[config.mk]
export PLATFORM = sky130hd
export DESIGN_NAME = rn_rename_top
export DESIGN_NICKNAME = d
export VERILOG_FILES = /design/src/rtl/rn_pkg.sv /design/src/rtl/rn_freelist.sv /design/src/rtl/rn_maptable.sv /design/src/rtl/rn_rob.sv /design/src/rtl/rn_rename_top.sv
export SDC_FILE = /design/constraint.sdc
export NUM_CORES = 2
export LEC_CHECK = 0
export ABC_CLOCK_PERIOD_IN_PS = 10800
export BUFFER_PORTS_ARGS = -buffer_cell sky130_fd_sc_hd__buf_4
export CAP_MARGIN = 20
export CORE_MARGIN = 5
export CORE_UTILIZATION = 51
export CTS_CLUSTER_DIAMETER = 40
export DETAILED_ROUTE_END_ITERATION = 10
export MAX_ROUTING_LAYER = met4
export PLACE_DENSITY = 0.67
export SLEW_MARGIN = 10
export SYNTH_ARGS = -nofsm -noshare
export SYNTH_HDL_FRONTEND = slang
export SYNTH_SLANG_ARGS = --single-unit
export TNS_END_PERCENT = 50
[constraint.sdc]
create_clock -name clk -period 10.8 [get_ports clk]
set_input_delay 0.54 -clock clk [delete_from_list [all_inputs] [get_ports clk]]
set_output_delay 0.54 -clock clk [all_outputs]
set_load 0.02 [all_outputs]
[src/rtl/rn_pkg.sv]
package rn_pkg;
  localparam int ARCH_N = 8;
  localparam int PHYS_N = 128;
  localparam int ROB_N  = 32;
  localparam int WIDTH  = 3;
  localparam int AW = $clog2(ARCH_N);
  localparam int PW = $clog2(PHYS_N);
  localparam int RW = $clog2(ROB_N);
  localparam int CW = $clog2(WIDTH + 1);

  typedef logic [AW-1:0] areg_t;
  typedef logic [PW-1:0] preg_t;
  typedef logic [RW-1:0] rtag_t;

  typedef struct packed {
    logic  has_dst;
    areg_t adst;
    preg_t pnew;
    preg_t pold;
  } robent_t;
endpackage

[src/rtl/rn_freelist.sv]
module rn_freelist import rn_pkg::*; (
  input  logic                     clk,
  input  logic                     rst_n,
  input  logic                     flush,
  input  logic [PHYS_N-1:0]        keep_mask,
  input  logic [WIDTH-1:0]         take,
  input  logic [WIDTH-1:0]         rel_v,
  input  preg_t [WIDTH-1:0]        rel_p,
  output preg_t [WIDTH-1:0]        pick,
  output logic [PW:0]              avail
);
  logic [PHYS_N-1:0] free_q, free_d;

  // lowest-numbered free registers, one per lane
  always_comb begin
    logic [PHYS_N-1:0] m;
    logic hit;
    m = free_q;
    for (int k = 0; k < WIDTH; k++) begin
      pick[k] = '0;
      hit = 1'b0;
      for (int i = 0; i < PHYS_N; i++) begin
        if (!hit && m[i]) begin
          pick[k] = preg_t'(i);
          hit = 1'b1;
        end
      end
      if (hit) m[pick[k]] = 1'b0;
    end
  end

  always_comb begin
    avail = '0;
    for (int i = 0; i < PHYS_N; i++) avail = avail + (PW+1)'(free_q[i]);
  end

  always_comb begin
    free_d = free_q;
    for (int k = 0; k < WIDTH; k++) if (take[k]) free_d[pick[k]] = 1'b0;
    for (int k = 0; k < WIDTH; k++) if (rel_v[k]) free_d[rel_p[k]] = 1'b1;
    if (flush) free_d = ~keep_mask;
  end

  always_ff @(posedge clk) begin
    if (!rst_n) free_q <= {{(PHYS_N-ARCH_N){1'b1}}, {ARCH_N{1'b0}}};
    else        free_q <= free_d;
  end

  for (genvar k = 0; k < WIDTH; k++) begin : g_chk
    // a returned register must not already be in the pool
    a_r7_no_double_free: assert property (@(posedge clk) disable iff (!rst_n)
      rel_v[k] |-> !free_q[rel_p[k]]);
    // a lane is consumed only when the pool holds enough registers
    a_r3_take_avail: assert property (@(posedge clk) disable iff (!rst_n)
      take[k] |-> (avail > (PW+1)'(k)));
  end
endmodule

[src/rtl/rn_maptable.sv]
module rn_maptable import rn_pkg::*; (
  input  logic                  clk,
  input  logic                  rst_n,
  input  logic                  flush,
  input  logic                  fire,
  input  logic [WIDTH-1:0]      slot_v,
  input  logic [WIDTH-1:0]      has_dst,
  input  areg_t [WIDTH-1:0]     src_a,
  input  areg_t [WIDTH-1:0]     src_b,
  input  areg_t [WIDTH-1:0]     dst,
  input  preg_t [WIDTH-1:0]     pnew,
  input  logic [WIDTH-1:0]      ret_v,
  input  areg_t [WIDTH-1:0]     ret_adst,
  input  preg_t [WIDTH-1:0]     ret_pnew,
  output preg_t [WIDTH-1:0]     psrc_a,
  output preg_t [WIDTH-1:0]     psrc_b,
  output preg_t [WIDTH-1:0]     pold,
  output logic [PHYS_N-1:0]     keep_mask
);
  preg_t smap [ARCH_N];
  preg_t rmap [ARCH_N];

  // table read with bypass from older slots of the same group
  always_comb begin
    for (int k = 0; k < WIDTH; k++) begin
      psrc_a[k] = smap[src_a[k]];
      psrc_b[k] = smap[src_b[k]];
      pold[k]   = smap[dst[k]];
      for (int j = 0; j < k; j++) begin
        if (slot_v[j] && has_dst[j]) begin
          if (dst[j] == src_a[k]) psrc_a[k] = pnew[j];
          if (dst[j] == src_b[k]) psrc_b[k] = pnew[j];
          if (dst[j] == dst[k])   pold[k]   = pnew[j];
        end
      end
    end
  end

  always_comb begin
    keep_mask = '0;
    for (int a = 0; a < ARCH_N; a++) keep_mask[rmap[a]] = 1'b1;
  end

  always_ff @(posedge clk) begin
    if (!rst_n) begin
      for (int a = 0; a < ARCH_N; a++) begin
        smap[a] <= preg_t'(a);
        rmap[a] <= preg_t'(a);
      end
    end else begin
      if (flush) begin
        for (int a = 0; a < ARCH_N; a++) smap[a] <= rmap[a];
      end else if (fire) begin
        for (int k = 0; k < WIDTH; k++)
          if (slot_v[k] && has_dst[k]) smap[dst[k]] <= pnew[k];
      end
      for (int k = 0; k < WIDTH; k++)
        if (ret_v[k]) rmap[ret_adst[k]] <= ret_pnew[k];
    end
  end

  for (genvar a = 0; a < ARCH_N; a++) begin : g_chk
    // flush restores the speculative map from the committed map
    a_r8_map_restore: assert property (@(posedge clk) disable iff (!rst_n)
      flush |=> (smap[a] == $past(rmap[a])));
  end
endmodule

[src/rtl/rn_rob.sv]
module rn_rob import rn_pkg::*; (
  input  logic                   clk,
  input  logic                   rst_n,
  input  logic                   flush,
  input  logic                   fire,
  input  logic [WIDTH-1:0]       slot_v,
  input  robent_t [WIDTH-1:0]    alloc_ent,
  input  logic                   cmp_v,
  input  rtag_t                  cmp_tag,
  output rtag_t [WIDTH-1:0]      tag,
  output logic [RW:0]            space,
  output logic [WIDTH-1:0]       ret_v,
  output robent_t [WIDTH-1:0]    ret_ent
);
  logic [RW:0]       head, tail, occ, nret, nalloc;
  logic [ROB_N-1:0]  done;
  robent_t           ent [ROB_N];

  assign occ   = tail - head;
  assign space = (RW+1)'(ROB_N) - occ;

  always_comb begin
    nalloc = '0;
    for (int k = 0; k < WIDTH; k++) begin
      tag[k] = rtag_t'(tail[RW-1:0] + nalloc[RW-1:0]);
      nalloc = nalloc + (RW+1)'(slot_v[k]);
    end
  end

  always_comb begin
    logic ok;
    rtag_t idx;
    ok   = !flush;
    nret = '0;
    for (int k = 0; k < WIDTH; k++) begin
      idx = rtag_t'(head[RW-1:0] + rtag_t'(k));
      ok  = ok && (occ > (RW+1)'(k)) && done[idx];
      ret_v[k]   = ok;
      ret_ent[k] = ent[idx];
      nret = nret + (RW+1)'(ok);
    end
  end

  always_ff @(posedge clk) begin
    if (!rst_n) begin
      head <= '0;
      tail <= '0;
      done <= '0;
    end else if (flush) begin
      tail <= head;
    end else begin
      head <= head + nret;
      if (fire) begin
        tail <= tail + nalloc;
        for (int k = 0; k < WIDTH; k++) if (slot_v[k]) done[tag[k]] <= 1'b0;
      end
      if (cmp_v) done[cmp_tag] <= 1'b1;
    end
  end

  always_ff @(posedge clk) begin
    if (fire && !flush)
      for (int k = 0; k < WIDTH; k++) if (slot_v[k]) ent[tag[k]] <= alloc_ent[k];
  end

  // occupancy never exceeds capacity
  a_r5_no_overflow: assert property (@(posedge clk) disable iff (!rst_n)
    occ <= (RW+1)'(ROB_N));
  // flush leaves the buffer empty
  a_r8_flush_empties: assert property (@(posedge clk) disable iff (!rst_n)
    flush |=> (occ == '0));
  // a completion names an entry that is in flight
  a_r6_cmp_inflight: assert property (@(posedge clk) disable iff (!rst_n)
    (cmp_v && !flush) |-> ({1'b0, rtag_t'(cmp_tag - head[RW-1:0])} < occ));
endmodule

[src/rtl/rn_rename_top.sv]
module rn_rename_top import rn_pkg::*; (
  input  logic                       clk,
  input  logic                       rst_n,
  input  logic                       in_valid,
  output logic                       in_ready,
  input  logic [WIDTH-1:0]           in_slot_v,
  input  logic [WIDTH-1:0]           in_has_dst,
  input  logic [WIDTH-1:0][AW-1:0]   in_src_a,
  input  logic [WIDTH-1:0][AW-1:0]   in_src_b,
  input  logic [WIDTH-1:0][AW-1:0]   in_dst,
  output logic [WIDTH-1:0][RW-1:0]   out_tag,
  output logic [WIDTH-1:0][PW-1:0]   out_psrc_a,
  output logic [WIDTH-1:0][PW-1:0]   out_psrc_b,
  output logic [WIDTH-1:0][PW-1:0]   out_pdst,
  output logic [WIDTH-1:0][PW-1:0]   out_pold,
  input  logic                       cmp_valid,
  input  logic [RW-1:0]              cmp_tag,
  input  logic                       flush,
  output logic [CW-1:0]              ret_cnt
);
  logic                       fire;
  logic [RW:0]                nvalid, space;
  logic [PW:0]                ndst, avail;
  logic [WIDTH-1:0]           take, ret_v, rel_v, map_ret_v;
  preg_t   [WIDTH-1:0]        pick, pnew, pold, rel_p, ret_pnew;
  areg_t   [WIDTH-1:0]        ret_adst;
  robent_t [WIDTH-1:0]        alloc_ent, ret_ent;
  rtag_t   [WIDTH-1:0]        tag;
  logic [PHYS_N-1:0]          keep_mask;

  always_comb begin
    nvalid = '0;
    ndst   = '0;
    for (int k = 0; k < WIDTH; k++) begin
      nvalid = nvalid + (RW+1)'(in_slot_v[k]);
      ndst   = ndst + (PW+1)'(in_slot_v[k] && in_has_dst[k]);
    end
  end

  assign in_ready = !flush && (nvalid <= space) && (ndst <= avail);
  assign fire     = in_valid && in_ready;

  // k-th destination slot takes the k-th pick of the pool
  always_comb begin
    logic [CW-1:0] r;
    r    = '0;
    take = '0;
    for (int k = 0; k < WIDTH; k++) begin
      pnew[k] = pick[r[CW-1:0]];
      if (in_slot_v[k] && in_has_dst[k]) begin
        take[r] = fire;
        r = r + 1'b1;
      end
    end
  end

  always_comb begin
    for (int k = 0; k < WIDTH; k++) begin
      alloc_ent[k].has_dst = in_has_dst[k];
      alloc_ent[k].adst    = in_dst[k];
      alloc_ent[k].pnew    = pnew[k];
      alloc_ent[k].pold    = pold[k];
      rel_v[k]    = ret_v[k] && ret_ent[k].has_dst;
      rel_p[k]    = ret_ent[k].pold;
      ret_adst[k] = ret_ent[k].adst;
      ret_pnew[k] = ret_ent[k].pnew;
    end
  end
  assign map_ret_v = rel_v;

  rn_freelist u_free (
    .clk(clk), .rst_n(rst_n), .flush(flush), .keep_mask(keep_mask),
    .take(take), .rel_v(rel_v), .rel_p(rel_p), .pick(pick), .avail(avail)
  );

  rn_maptable u_map (
    .clk(clk), .rst_n(rst_n), .flush(flush), .fire(fire),
    .slot_v(in_slot_v), .has_dst(in_has_dst),
    .src_a(in_src_a), .src_b(in_src_b), .dst(in_dst), .pnew(pnew),
    .ret_v(map_ret_v), .ret_adst(ret_adst), .ret_pnew(ret_pnew),
    .psrc_a(out_psrc_a), .psrc_b(out_psrc_b), .pold(pold), .keep_mask(keep_mask)
  );

  rn_rob u_rob (
    .clk(clk), .rst_n(rst_n), .flush(flush), .fire(fire), .slot_v(in_slot_v),
    .alloc_ent(alloc_ent), .cmp_v(cmp_valid), .cmp_tag(cmp_tag),
    .tag(tag), .space(space), .ret_v(ret_v), .ret_ent(ret_ent)
  );

  assign out_tag  = tag;
  assign out_pdst = pnew;
  assign out_pold = pold;

  always_comb begin
    ret_cnt = '0;
    for (int k = 0; k < WIDTH; k++) ret_cnt = ret_cnt + CW'(ret_v[k]);
  end

  // nothing is accepted while a flush is in progress
  a_r5_flush_blocks: assert property (@(posedge clk) disable iff (!rst_n)
    flush |-> !fire);
endmodule

==> results.txt, run 1 <==
The flow did not finish. The stage at which the run stopped is 5_1_grt. The first error in the log reads "[ERROR GRT-0116] Global routing finished with congestion. Check the congestion regions in the DRC Viewer". The level count of the clock H-tree came out at 3. Counting the buffers created by CTS gives 120.

The pin count of the biggest net entering global routing is 107. The global-route congestion overflow total is 36. The mean post-synth cell area came out at 8.69 um^2. The fraction of the yosys area taken by sequential cells came out at 26.6%. The area after detailed placement is about 0.10 mm^2.

The HPWL after detailed placement is around 450000 um. The synthesized design spends more area on one cell type than any other, namely edfxtp_1. Row generation in the floorplan step produced 155 rows.

The post-synthesis instance area came out at slightly above 0.09 mm^2. The clock net sink count is 865. The total of buffers placed on input and output ports came out at 144.

The wire length of the first global-routing pass is 911000 um. The overall fraction of global-route tracks in use came out at 70.3%. The count of pins on the block boundary is 145. The number of synthesized flops with an enable pin came out at 688. The number of instances in the synthesized netlist came out at 10500. The fraction of registers with async set or reset after synthesis came out at 0%. By area the synthesized netlist is led by edfxtp_1 23%, mux4_2 17%, a21oi_1 5.5%. The die is 432 um tall.

The count of synthesis-stage warnings from yosys is 0. The post-synthesis cell type count came out at 121. Of the post-synthesis cell area, the dominant cell type holds 22.7%.

The maximum number of buffers from clock root to sink came out at 3. The post-cts sizing count is 0. The number of buffers inserted to repair setup after CTS is 0. The weighted congestion reported at the end of routability-driven placement is 1.24. The initial utilization of the core area, before any placement, comes to 51.1%.

Counting every net in the synthesized netlist gives 10700. The post-synthesis sequential element count came out at 865. The die is between 400 and 500 um wide. The quantity of hold-fixing buffers added after cts came out at 0. Clock tree synthesis selected as its root buffer the cell clkbuf_16. In the synthesized netlist the dominant register cell turns out to be edfxtp_1. The via count of the first global-routing pass is between 100k and 150k.
## cells in the mapped netlist (81+ instances only)
master,instances
mux2i_1,264
fa_1,123
buf_1,99
nor2_1,1248
and3_1,81
clkbuf_1,876
o22ai_1,616
edfxtp_1,688
a211oi_1,368
nor3_1,244
o221ai_1,97
nand2_1,862
inv_1,309
mux2_2,91
nor2b_1,95
mux4_2,668
dfxtp_1,177
nand3_1,273
a21oi_1,998
o21ai_0,471
o211ai_1,132
nor4_1,146
nand4_1,104
a31oi_1,104
## metrics by stage
stage	setup WS [ns]	std cells	hold WS [ns]	setup TNS (ns)	util (%)
CTS	0.0467	13500	0.132	0	61.0
detailed placement	0.380	13200	0.487	0	58.6
global placement	-0.00302	13200	0.477	-0.00302	58.5
floorplan	0.480	10500	0.463	0	-
## routing by layer
layer / overflow / global-route usage, %
met1: 1 / 70.3
met5: - / -
met2: 18 / 87.9
met4: 17 / 70.5
met3: 0 / 47.3
## kinds of logic after synthesis
family	Yosys count	synth area share (%)
simple gates	3483	18.2
compound gates	3452	24.3
flops	865	26.6
xor+xnor	83	0.799
fa+ha+maj	214	3.87
buf+inv	1355	5.70
mux	1023	20.6
==> run 2, diff against run 1 <==
--- a/config.mk
+++ b/config.mk
@@ -9,11 +9,9 @@
 export BUFFER_PORTS_ARGS = -buffer_cell sky130_fd_sc_hd__buf_4
 export CAP_MARGIN = 20
 export CORE_MARGIN = 5
-export CORE_UTILIZATION = 51
-export CTS_CLUSTER_DIAMETER = 40
+export CORE_UTILIZATION = 36
 export DETAILED_ROUTE_END_ITERATION = 10
-export MAX_ROUTING_LAYER = met4
-export PLACE_DENSITY = 0.67
+export PLACE_DENSITY_LB_ADDON = 0.15
 export SLEW_MARGIN = 10
 export SYNTH_ARGS = -nofsm -noshare
 export SYNTH_HDL_FRONTEND = slang
==> run 2 against run 1 <==
Against the previous run:
- the flow now finishes, with violations (negative setup slack)
- synthesized cell count unchanged
- synthesized area unchanged
==> results.txt, run 2 <==
In the finished design, the share of the clock period the worst path needs comes to 100%. The net count after synthesis came out at 10700. The tree is rooted in a clkbuf_16. The number of buffers inserted during clock tree synthesis came out at 109. The cell with the biggest individual delay on the critical path is nor4_2. The internal portion of the total power is 7.12 mW. The commonest cells after synthesis are 1248 x nor2_1, 998 x a21oi_1, 876 x clkbuf_1.

The clock network latency to the later pin of the worst-skew pair is 0.81 ns. The total net switching power is between 4 and 5 mW. The overall fraction of global-route tracks in use came out at between 40% and 50%. The estimated wirelength of the detail-placed design is between 500000 and 600000 um.

The combinational power share came out at 33.0%. The data arrival at the endpoint of the critical path is 10.27 ns. The area of the core came out at 0.252 mm^2. The global-route congestion overflow total came out at 0. The path type of the worst min-delay path is in2reg. The part of the total power dissipated in the clock network is 33.9%. TritonCTS built the clock tree. The worst-case vdd ir drop came out at 0.000137 V.

The die footprint came out at 0.263 mm^2. The cell count after placement is 14200. The horizontal die dimension is 513 um.

The worst setup path is captured at a primary output. The critical path is of the reg2out type. 145 I/O pins were placed. The number of max-cap violations is 0. Clock-pin slew was measured on the worst setup and hold paths at about 0.060 ns.

The top achievable clock speed came out at 92.5 MHz. The number of instances in the synthesized netlist came out at 10500. The area growth from synthesis to final layout came out at 20.0%. The count of endpoints failing setup in the final report is 1. The cell leakage power came out at 36.8 nW. The final number of hold-violating endpoints is 0. The overall power after layout came out at roughly 11 mW. The largest area contributor in the netlist is edfxtp_1.

Counting every sink on the clock net gives roughly 870. The post-synthesis instance area is just over 0.09 mm^2. In the final design database the tool counted 11200 nets. The synthesized design contains 865 register bits. At the placement stage, the worst setup path has a slack of ~0.24 ns. The non-filler instance count after layout is 14500. The ratio of total power to cell area came out at 105 mW/mm^2. The cell row count came out at 184. The library cells used most frequently in the layout, excluding fill and tap cells, are 1335 x buf_4, 1178 x nor2_1, 967 x a21oi_1. Setup repair after global routing left no endpoint under its margin.

The vertical die dimension is 513 um. The final reports fail on negative setup slack. On the worst path, the slowest cell contributes a delay of around 0.94 ns.

Entering global routing, the biggest net connects 100 pins. The mean post-synth cell area is 8.69 um^2. The clock passes through at most 3 buffers. The cell type with the highest occurrence count on the critical path is buf_4. The total wirelength of the detailed-routed design is 658000 um.

Subtracting the final worst setup slack from the clock period gives 10.81 ns. In the synthesized netlist the dominant register cell turns out to be edfxtp_1. The starting density of the core is 36.2%. Leaving out fill and tap cells, the most frequent cell in the layout is buf_4. The post-detailed-route via-to-cell ratio came out at ~7.4. The DRC violation count after routing is 0.

nor2_1 is the most common cell in the netlist. In this run the remaining antenna-violating nets after routing total 0. The sequential fraction of design power is 33.1%. The setup slack after layout came out at -0.00520 ns.

The switching share of power came out at 37.7%. The number of antenna violations at the first check in global routing came out at between 40 and 50. The number of synthesized flops with an enable pin is just under 700. The post-synthesis cell type count came out at 121. The worst-path maximum fanout is 15.

The proportion of netlist area held by the largest area contributor is 22.7%. At the end of routability-driven placement, the weighted congestion stood at 1.09. The via count of the first global-routing pass came to 98900.

The relative max-transition margin is under 10%. The count of synthesis-stage warnings from yosys came out at 0. The first-iteration detailed-routing DRC count is 18500.

By area the synthesized netlist is led by edfxtp_1 23%, mux4_2 17%, a21oi_1 5.5%. The level count of the clock H-tree came out at 3. The wire length of the first global-routing pass came out at 875000 um. The first-pass iteration count of the detailed router came out at 9. The flip-flop count of the largest register, all copies and words added came out at between 500 and 600. The fraction of registers with async set or reset after synthesis is 0%. The setup clock skew after layout came out at roughly 0.046 ns.

The fraction of the yosys area taken by sequential cells is a little over a quarter. In this run, post-CTS hold repair placed 0 buffers. The kind of launch point of the worst setup path is a flop. The number of pins exceeding their max-slew limit in the final report is 0. The run finished, with violations left. For the pin with the worst max-slew slack, the measured transition is about 1.4 ns. The endpoint required time on the critical path came out at 10.26 ns. The mean routed wirelength per cell is 45.4 um. The via count of the routed design is 107000. The total of buffers placed on input and output ports is 144. The layout cell share with drive strength beyond 1 came out at about a quarter.
-- run 2: cell counts after synthesis --
Identical to the previous run, type by type.
-- run 2: repair_timing --
action                     CTS  global route
hold endpoints to repair     0             0
gates resized for setup      0             1
setup buffers                3             0
setup endpoints to repair    3             1
pin swaps                    1             0
-- run 2: kinds of logic (layout without fill, tap and decap cells) --
kind of cell	after synthesis	after routing	share of synthesized area (%)
adder cells (fa/ha/maj)	214	214	3.87
buffers and inverters	1355	1985	5.70
multiplexers	1023	1023	20.6
flip-flops	865	865	26.6
XOR/XNOR	83	83	0.799
AND/OR/NAND/NOR	3483	3483	18.2
other	0	33	0
AO/OA/AOI/OAI	3452	3452	24.3
-- run 2: path summary, 6_finish.rpt --
kind,startpoint,end,slack [ns],depth (start not counted)
min reg2reg,u_rob.done[0]$_SDFFE_PN0N_,u_rob.done[0]$_SDFFE_PN0N_,0.51,2
min,cmp_tag[1],u_rob.done[31]$_SDFFE_PN0N_,0.04,3
max,u_free.free_q[20]$_SDFF_PN1_,out_pdst[19],-0.005,30
max reg2reg,u_free.free_q[50]$_SDFF_PN1_,u_free.free_q[47]$_SDFF_PN1_,0.03,30
-- run 2: power by group through the flow --
| stage | sequential, mW | clock [mW] | combinational [mW] |
|---|---|---|---|
| final | 3.79 | 3.87 | 3.78 |
| after global routing | 3.79 | 3.99 | 3.88 |
| after detailed placement | 3.85 | 0 | 3.61 |
| after CTS | 3.78 | 3.86 | 3.62 |
| after global placement | 3.85 | 0 | 3.58 |
| after floorplan | 3.79 | 0 | 1.93 |
-- run 2: worst max-delay path, delay by kind of cell (launching register included) --
family          cells  cell delay (ns)
simple gates       12             5.00
fa+ha+maj           1             0.36
flops               1             0.32
buf+inv            12             2.30
compound gates      5             1.42
-- run 2: routing by layer --
layer	track usage, %	wire (um)
met5	0.288	243
met4	39.1	71600
met3	14.5	80100
met2	72.5	281000
met1	55.9	226000
-- run 2: stage by stage --
step | setup TNS [ns] | util [%] | cell area (um^2) | hold slack, ns
6_report | -0.00520 | 43.4 | 109000 | 0.0407
5_1_grt | 0 | 43.4 | 109000 | 0.0847
4_1_cts | 0 | 43.3 | 109000 | 0.00253
3_5_place_dp | 0 | 41.9 | 105000 | 0.490
3_3_place_gp | -4.16 | 41.8 | 105000 | 0.477
2_1_floorplan | 0 | - | 91000 | 0.463
-- run 2: final cells by class --
class | count | area [um^2]
fillers | 24700 | 142000
multi-input cells | 8255 | 63600
flip-flops and latches | 865 | 24200
repair buffers | 1460 | 12300
well taps | 3348 | 4190
clock buffers | 132 | 2900
inverters | 321 | 1200
clock inverters | 72 | 713
diodes | 33 | 82.6
Power figures use the tool's default switching activity.
